<file path="src/rtl/cfgmux_pkg.sv">
package cfgmux_pkg;

    localparam int DEF_GRP_W = 4;
    localparam int DEF_RD_W  = 8;

    typedef enum logic {
        SRC_REG = 1'b0,
        SRC_EXT = 1'b1
    } src_e;

    // Override only bites while the register is the selected source.
    function automatic logic force_low(input src_e src, input logic ovr_n);
        return (src == SRC_REG) && !ovr_n;
    endfunction

    function automatic logic wr_allowed(input logic wr_en, input logic wp);
        return wr_en && !wp;
    endfunction

endpackage

</file>
<file path="src/rtl/cfg_store.sv">
module cfg_store #(
    parameter int GRP_W = 4,
    parameter int RD_W  = 8,
    localparam int CFG_W = GRP_W + 1
) (
    input  logic             clk,
    input  logic             rst,
    input  logic             wr_en,
    input  logic             wp,
    input  logic [RD_W-1:0]  wr_data,
    output logic [CFG_W-1:0] cfg_q,
    output logic [CFG_W-1:0] cfg_d,
    output logic [RD_W-1:0]  rd_data
);
    import cfgmux_pkg::*;

    always_comb begin
        cfg_d = cfg_q;
        if (wr_allowed(wr_en, wp))
            cfg_d = wr_data[CFG_W-1:0];
    end

    always_ff @(posedge clk) begin
        if (rst) cfg_q <= '0;
        else     cfg_q <= cfg_d;
    end

    generate
        if (RD_W > CFG_W) begin : g_pad
            assign rd_data = {{(RD_W-CFG_W){1'b0}}, cfg_q};
        end else begin : g_nopad
            assign rd_data = cfg_q[RD_W-1:0];
        end
    endgenerate

endmodule

</file>
<file path="src/rtl/hold_stage.sv">
module hold_stage (
    input  logic clk,
    input  logic rst,
    input  logic capture,
    input  logic d,
    output logic q
);
    always_ff @(posedge clk) begin
        if (rst)          q <= 1'b0;
        else if (capture) q <= d;
    end
endmodule

</file>
<file path="src/rtl/out_select.sv">
module out_select #(
    parameter int GRP_W = 4
) (
    input  cfgmux_pkg::src_e  src,
    input  logic              ovr_n,
    input  logic [GRP_W-1:0]  reg_grp,
    input  logic              reg_solo,
    input  logic [GRP_W-1:0]  ext_in,
    input  logic              held_solo,
    output logic [GRP_W-1:0]  grp_out,
    output logic              solo_out
);
    import cfgmux_pkg::*;

    logic kill;
    assign kill = force_low(src, ovr_n);

    generate
        for (genvar i = 0; i < GRP_W; i++) begin : g_bit
            always_comb begin
                if (src == SRC_EXT) grp_out[i] = ext_in[i];
                else                grp_out[i] = reg_grp[i] & ~kill;
            end
        end
    endgenerate

    always_comb begin
        if (src == SRC_EXT) solo_out = held_solo;
        else                solo_out = reg_solo & ~kill;
    end

endmodule

</file>
<file path="src/rtl/cfgmux_top.sv">
module cfgmux_top #(
    parameter int GRP_W = cfgmux_pkg::DEF_GRP_W,
    parameter int RD_W  = cfgmux_pkg::DEF_RD_W
) (
    input  logic             clk,
    input  logic             rst,
    input  logic             sel,
    input  logic             ovr_n,
    input  logic             wp,
    input  logic [GRP_W-1:0] ext_in,
    input  logic             wr_en,
    input  logic [RD_W-1:0]  wr_data,
    output logic [RD_W-1:0]  cfg_rd,
    output logic [GRP_W-1:0] grp_out,
    output logic             solo_out
);
    import cfgmux_pkg::*;

    localparam int CFG_W = GRP_W + 1;

    logic [CFG_W-1:0] cfg_q;
    logic [CFG_W-1:0] cfg_d;
    logic             held;
    src_e             src;

    assign src = src_e'(sel);

    cfg_store #(.GRP_W(GRP_W), .RD_W(RD_W)) u_store (
        .clk     (clk),
        .rst     (rst),
        .wr_en   (wr_en),
        .wp      (wp),
        .wr_data (wr_data),
        .cfg_q   (cfg_q),
        .cfg_d   (cfg_d),
        .rd_data (cfg_rd)
    );

    // Samples the post-edge value of the top bit on every register-source cycle.
    hold_stage u_hold (
        .clk     (clk),
        .rst     (rst),
        .capture (src == SRC_REG),
        .d       (cfg_d[CFG_W-1]),
        .q       (held)
    );

    out_select #(.GRP_W(GRP_W)) u_sel (
        .src       (src),
        .ovr_n     (ovr_n),
        .reg_grp   (cfg_q[GRP_W-1:0]),
        .reg_solo  (cfg_q[CFG_W-1]),
        .ext_in    (ext_in),
        .held_solo (held),
        .grp_out   (grp_out),
        .solo_out  (solo_out)
    );

endmodule

</file>
<file path="config.mk">
export PLATFORM = sky130hd
export DESIGN_NAME = cfgmux_top
export DESIGN_NICKNAME = d
export VERILOG_FILES = /design/src/rtl/cfgmux_pkg.sv /design/src/rtl/cfg_store.sv /design/src/rtl/hold_stage.sv /design/src/rtl/out_select.sv /design/src/rtl/cfgmux_top.sv
export SDC_FILE = /design/constraint.sdc
export NUM_CORES = 1
export LEC_CHECK = 0
export ABC_AREA = 0
export CAP_MARGIN = 10
export CORE_AREA = 2 2 39 41
export DETAILED_ROUTE_END_ITERATION = 10
export DIE_AREA = 0 0 41 43
export DONT_BUFFER_PORTS = 1
export SETUP_SLACK_MARGIN = 0.2
export SLEW_MARGIN = 20
export SYNTH_ARGS = -nofsm -noshare
export SYNTH_HDL_FRONTEND = slang
export SYNTH_SLANG_ARGS = --single-unit
</file>
<file path="constraint.sdc">
create_clock -name clk -period 2.4 [get_ports clk]
set_input_delay 0.48 -clock clk [delete_from_list [all_inputs] [get_ports clk]]
set_output_delay 0.48 -clock clk [all_outputs]
set_load 0.01 [all_outputs]
</file>
Word-level counts from Yosys, hierarchy flattened
Index checks and enable logic that the tools add are counted.

Bits in writable memories: 0. Memories: 0. Memory bits (read-only): 0. Bits in latches: 0. Flip-flop bits (word level): 6. Bits of input ports: 18. Output and inout bits: 13.

$lt $le $gt $ge: 0. Bitwise gates (word level): 7. Div/mod/pow operators: 0. Reduce and logical (&&, ||, !) cells: 4. Shift-type cells: 0. Multipliers: 0. Equal/unequal tests: 0. Multiplexer cells: 6. Add/subtract/negate cells: 0.

Operators with widths (number): 1-bit bitwise AND (5); 1-bit two-way mux (5); 5-bit two-way mux (1); 1-bit logical AND (2); 1-bit logical NOT (2); 1-bit NOT (2).

Depth between registers and ports, before layout
Gate-level depths: netlist of run 1.

Word-level depth: 5. Mapped depth: 4.

Hierarchy
A second synthesis of run 1 with hierarchy kept.

Cells, all modules: 46. Area, all modules: 464.2 um^2.

Modules (own cells, without submodules): cfg_store (times used 1, cells an instance 36, seq. area each 100.1 um^2, area an instance 374.1 um^2); out_select (times used 1, cells an instance 6, seq. area each 0.0 um^2, area an instance 52.6 um^2); hold_stage (times used 1, cells an instance 3, seq. area each 20.0 um^2, area an instance 33.8 um^2); cfgmux_top (times used 1, cells an instance 1, seq. area each 0.0 um^2, area an instance 3.8 um^2).

Worst setup path after synthesis of run 1
OpenSTA, ideal clock, no wires.

Path type: input-to-output. Start point: in sel. End point: out grp_out[0]. Buffers on the path: 1. Setup slack: 969 ps. Cell stages on the path: 2. Data arrival time: 951 ps. Cells stage by stage: clkbuf_1 o21ai_0.

Word-level cells in the longest chain between the ends: 5.

RTL lines: from (decl) (line cfgmux_top.sv:7) `input logic sel,`; 1-bit NOT (line cfgmux_pkg.sv:13) `return (src == SRC_REG) && !ovr_n;`; 1-bit logical AND (line cfgmux_pkg.sv:13); 1-bit NOT (line out_select.sv:22) `else grp_out[i] = reg_grp[i] & ~kill;`; 1-bit bitwise AND (line out_select.sv:22); 1-bit two-way mux (*) (line out_select.sv:21) `if (src == SRC_EXT) grp_out[i] = ext_in[i];`; to (decl) (line cfgmux_top.sv:14) `output logic [GRP_W-1:0] grp_out,`.

Mark *: on every way between the ends. The rest lies on a longest branch, timed or not.

Worst setup path after layout of run 1
Start point: reg u_store.cfg_q[2]. End point: out grp_out[2].

Word-level cells in the longest chain between the ends: 2.

RTL lines: from (decl) (line cfg_store.sv:11) `output logic [CFG_W-1:0] cfg_q,`; from (signal assigned) (line cfg_store.sv:25) `else cfg_q <= cfg_d;`; 1-bit bitwise AND (line out_select.sv:22); 1-bit two-way mux (line out_select.sv:21).

Every way passes these cells.

==> results of run 1 <==
==> power by group <==
| part | leakage [uW] | total (uW) | internal, uW | switching, uW |
|---|---|---|---|---|
| sequential | 0.0000492 | 111 | 105 | 6.06 |
| clock | 0.0000138 | 95.1 | 56.7 | 38.4 |
| combinational | 0.0000734 | 23.1 | 9.50 | 13.6 |
| total | 0.000136 | 230 | 171 | 58.1 |
==> kinds of logic (layout without fill, tap and decap cells) <==
family / after synthesis / in the layout / share of synthesized area, %
mux: 5 / 5 / 15.0
simple gates: 17 / 17 / 22.1
flops: 6 / 6 / 36.0
other cells: 1 / 3 / 1.12
buf+inv: 7 / 4 / 14.6
compound gates: 6 / 6 / 11.2
==> worst paths after layout <==
path / endpoint / slack (ns) / from
min: u_hold.q$_SDFFE_PP0N_ / 0.29 / rst
max: grp_out[2] / 0.89 / u_store.cfg_q[2]$_SDFFE_PP0P_
max reg2reg: u_hold.q$_SDFFE_PP0N_ / 1.58 / u_store.cfg_q[4]$_SDFF_PP0_
min reg2reg: u_hold.q$_SDFFE_PP0N_ / 0.53 / u_hold.q$_SDFFE_PP0N_
==> critical path, cell delays in order (launching register included) <==
cell,delay (ns)
dfxtp_1,0.40
nand2_1,0.06
o21ai_0,0.31
==> layer usage <==
| layer | vias up | part of all wire (%) |
|---|---|---|
| li1 | 125 | - |
| met1 | 110 | 28 |
| met2 | 16 | 52 |
| met3 | 5 | 15 |
| met4 | 0 | 4.2 |
| met5 | - | 0 |
==> state kept, by name (all words and copies together) (netlist names) <==
| name | flops |
|---|---|
| u_store.cfg_q | 5 |
| u_hold.q | 1 |
==> stage by stage <==
| step | cell area, um2 | setup slack, ns | cells | power (uW) |
|---|---|---|---|---|
| floorplan | 342 | 0.969 | 44 | 142 |
| global placement | 317 | 1.10 | 54 | 136 |
| detailed placement | 317 | 1.09 | 54 | 137 |
| CTS | 339 | 0.881 | 57 | 233 |
| global route | 339 | 0.836 | 57 | 237 |
| finish | 339 | 0.895 | 57 | 230 |
==> cells in the final DEF (no fill, tap or decap), drive strengths merged <==
master,count
nand2,10
nor2,6
dfxtp,6
o21ai,5
mux2i,5
conb,3
clkbuf,3
nor2b,1
inv,1
a211oi,1
==> final cells by class <==
type / count / area [um2] / area share, %
Tap cell: 16 / 20.0 / 5.90
Multi-Input combinational cell: 31 / 173 / 50.9
Sequential cell: 6 / 120 / 35.4
Inverter: 1 / 3.75 / 1.11
Clock buffer: 3 / 22.5 / 6.64
==> flow_metrics.py, run 1 <==
metrics = {
    "yosys": {
        "yosysTopAreaCell": "dfxtp_1",
        "yosys_warnings": 0,
        "avgSynthCellArea_um2": 7.95,
        "synth_edf_count": 0,
        "synth_cell_types": 12,
        "ys_ff_latch": 6,
        "ys_seq_area_share_pct": 36.0,
        "yosys.area.top_type_share_pct": 36.0,
        "syn-cell-area_um2": 334,
        "synth_common_cells": "10 x nand2_1, 6 x dfxtp_1, 6 x nor2_1, 5 x mux2i_1, 5 x o21ai_0",
        "async_flop_share_pct": 0,
        "synth_area_leaders": "dfxtp_1 36%, mux2i_1 15%, nand2_1 11%, buf_4 9.0%, o21ai_0 7.5%",
        "synth_most_common_cell": "nand2_1",
        "synth-main-ff-cell": "dfxtp_1",
        "syn-instance-count": 42,
    },
    "clock_network": {
        "htreeDepth": 1,
        "cts_resized": 0,
        "clk_pin_slew_ns": 0.04,
        "postCtsSetupRepairBufs": 0,
        "insertion_delay_ns": 0.25,
        "cts_max_path_buffers": 2,
        "numCtsBuffers": 3,
        "hold_buffers": 0,
        "cts_sinks": 6,
        "cts_tree": "built",
        "cts_root_buf": "clkbuf_4",
    },
    "global_routing": {
        "grt_antenna_before_repair": 0,
        "grt_use_met2_pct": 13.8,
        "grt_overflow": 0,
        "grt_use_total_pct": 8.96,
        "busiest_layer": "met2",
        "grtUsageMet3_pct": 5.24,
        "grt_pass1_vias": 253,
        "grt_first_pass_wirelength_um": 972,
        "grt_max_degree": 12,
        "met1_usage_pct": 6.49,
    },
    "route": {
        "vias": 256,
        "via_per_inst": 4.49,
        "avgRoutedWirePerCell_um": 12.0,
        "drt_first_iter_violations": 0,
        "drt-total-wl_um": 685,
        "drc": 0,
        "dr.pass1.iters": 1,
        "drtAntennaViolNets": 0,
    },
    "worst_setup_path": {
        "worst_ep_required_time_ns": 1.92,
        "startpoint_type": "register",
        "cp_data_arrival_time_ns": 1.03,
        "worstSetupPathType": "register to output pin",
        "reg2regPathDepth": 2,
        "endpoint_kind": "output pin",
        "crit_fanout": 3,
    },
    "timing": {
        "final-setup-viol-count": 0,
        "skew_ns": 0.0000361,
        "drv_slew": 0,
        "min_period_ns": 1.51,
        "rsz0062_at_grt": "false",
        "period_share_pct": 62.7,
        "fmax_ghz": 0.664,
        "worst_hold_slack_ns": 0.287,
        "tns_ns": 0,
        "hold_violations": 0,
    },
    "floorplanning": {
        "core_mm2": 0.00138,
        "dieArea_mm2": 0.00176,
        "die_height_um": 43,
        "rows": 14,
        "ioPinCount": 31,
        "die_x_um": 41,
        "initial_utilization_pct": 24.1,
    },
    "finish": {
        "post-route-util_pct": 24.5,
        "fin_nets": 61,
        "fillCellCount": 168,
        "diodes": 0,
        "drive_gt1_share_pct": 12.2,
        "area_growth_pct": 1.50,
    },
    "placed_design": {
        "io_buffers": 0,
        "routabilityCongestion": 0.583,
    },
    "hold_path": {
        "min_path_type": "input port to register",
        "worstHoldPathCells": 1,
    },
    "run_status": {
        "status": "finished clean",
    },
    "flow_run": {
        "max_cap_viol_count": 0,
    },
    "power": {
        "power_density_mw_per_mm2": 677,
        "p_leak_uw": 0.000136,
        "peakVddDrop_mv": 0.166,
    },
}
Note: power is estimated with default switching activity, not from simulation.
==> inputs of run 2 (changes only) <==
==> constraint.sdc (replaced) <==
create_clock -name clk -period 1.25 [get_ports clk]
set_input_delay 0.25 -clock clk [delete_from_list [all_inputs] [get_ports clk]]
set_output_delay 0.25 -clock clk [all_outputs]
set_load 0.01 [all_outputs]
==> run 2 against run 1 <==
Clock power rose by 80%. Worst hold slack got worse by 0.22 ns. Clock-buffer cell count did not move. Critical path type unchanged. Largest power group unchanged.
==> flow_metrics.py, run 2 (synthesis results as in run 1) <==
metrics = {
    "finish": {
        "regMostFlops": "u_store.cfg_q",
        "diodes": 0,
        "reg_top3": "u_store.cfg_q (5), u_hold.q (1)",
        "final_cell_mix": "6 x nor2_1, 5 x nand2_1, 5 x mux2i_1, 5 x dfxtp_4",
        "drive_gt1_share_pct": 48.8,
        "fin_nets": 61,
        "area_growth_pct": 31.5,
        "layout_commonest_cell": "nor2_1",
        "largest_reg_flops": 5,
    },
    "clock_network": {
        "htreeDepth": 1,
        "hold_buffers": 0,
        "cts_sinks": 6,
        "numCtsBuffers": 3,
        "postCtsSetupRepairBufs": 0,
        "cts_root_buf": "clkbuf_4",
        "cts_tree": "built",
        "insertion_delay_ns": 0.24,
        "clk_pin_slew_ns": 0.04,
        "cts_max_path_buffers": 2,
    },
    "flow_run": {
        "max_cap_viol_count": 0,
    },
    "floorplanning": {
        "core_mm2": 0.00138,
        "dieArea_mm2": 0.00176,
        "ioPinCount": 31,
        "die_height_um": 43,
        "rows": 14,
        "initial_utilization_pct": 24.1,
        "die_x_um": 41,
    },
    "global_routing": {
        "grt_use_total_pct": 9.44,
        "grt_pass1_vias": 274,
        "grt_antenna_before_repair": 0,
        "grt_max_degree": 12,
        "grt_first_pass_wirelength_um": 1080,
        "grt_overflow": 0,
    },
    "placed_design": {
        "routabilityCongestion": 0.584,
        "io_buffers": 0,
    },
    "power": {
        "peakVddDrop_mv": 0.329,
        "p_total_uw": 444,
        "p_leak_uw": 0.000186,
        "power_density_mw_per_mm2": 1010,
    },
    "worst_setup_path": {
        "endpoint_kind": "output pin",
        "worstSetupPathType": "register to output pin",
        "crit_fanout": 3,
        "reg2regPathDepth": 2,
        "cp_data_arrival_time_ns": 0.82,
        "startpoint_type": "register",
        "worst_ep_required_time_ns": 1.00,
    },
    "route": {
        "avgRoutedWirePerCell_um": 12.9,
        "vias": 271,
        "drc": 0,
        "via_per_inst": 4.75,
        "drt-total-wl_um": 738,
        "drtAntennaViolNets": 0,
        "drt_first_iter_violations": 3,
        "dr.pass1.iters": 3,
    },
    "timing": {
        "drv_slew": 0,
        "hold_violations": 0,
        "min_period_ns": 1.07,
        "rsz0062_at_grt": "true",
        "period_share_pct": 85.3,
        "fmax_ghz": 0.938,
        "final-setup-viol-count": 0,
        "tns_ns": 0,
        "skew_ns": 0.0000442,
    },
    "run_status": {
        "status": "finished clean",
    },
    "hold_path": {
        "worstHoldPathCells": 1,
        "min_path_type": "input port to register",
    },
}
[run 2: cell types whose count changed in the layout (fill, tap and decap cells not counted)]
| cell | before | now |
|---|---|---|
| o21ai_2 | 0 | 1 |
| o21ai_0 | 5 | 0 |
| nand2_1 | 10 | 5 |
| dfxtp_4 | 0 | 5 |
| nand2_4 | 0 | 4 |
| o21ai_4 | 0 | 4 |
| dfxtp_1 | 6 | 1 |
| nand2_2 | 0 | 1 |
[run 2: per-stage QoR]
stage          instance area [um2]  setup WS, ns  hold WS (ns)  utilization [%]  cells
2_1_floorplan                  342         0.279         0.315                -     44
3_3_place_gp                   317         0.240         0.316             22.9     54
3_5_place_dp                   317         0.233         0.318             22.9     54
4_1_cts                        389         0.157        0.0606             28.1     57
5_1_grt                        439         0.163        0.0666             31.7     57
6_report                       439         0.184        0.0661             31.7     57
[run 2: worst paths after layout]
check / from / to / slack [ns]
worst max register to register: u_store.cfg_q[4]$_SDFF_PP0_ / u_hold.q$_SDFFE_PP0N_ / 0.45
worst min register to register: u_hold.q$_SDFFE_PP0N_ / u_hold.q$_SDFFE_PP0N_ / 0.53
worst min-delay path: rst / u_store.cfg_q[2]$_SDFFE_PP0P_ / 0.07
worst max-delay path: u_store.cfg_q[3]$_SDFFE_PP0P_ / grp_out[3] / 0.18
[run 2: final cells by class]
class / count / area [um2]
clock buffer: 3 / 22.5
fill: 157 / 945
sequential: 6 / 139
tap: 16 / 20.0
inverter: 1 / 3.75
multi-input combinational: 31 / 254
[run 2: where the power goes]
group	switching (uW)	leakage [uW]	internal (uW)
Clock	63.0	0.0000138	108
Sequential	14.8	0.0000528	198
Combinational	33.1	0.000119	27.1
Total	111	0.000186	333
[run 2: worst max-delay path: stages (launching register included)]
cell and delay (ns):
dfxtp_4 0.37, nand2_4 0.05, o21ai_4 0.15
[run 2: what timing repair did]
action,4_1_cts,5_1_grt
pin swaps,5,5
endpoints found under the setup margin,5,5
resized for setup,25,8
cloned,0,0
[run 2: metal layers]
| layer | track usage (%) | vias to the layer above | share of wire, % |
|---|---|---|---|
| li1 | - | 126 | - |
| met1 | 9.00 | 126 | 30 |
| met2 | 13.8 | 15 | 55 |
| met3 | 5.24 | 4 | 12 |
| met4 | 8.00 | 0 | 2.3 |
| met5 | 0 | - | 0 |
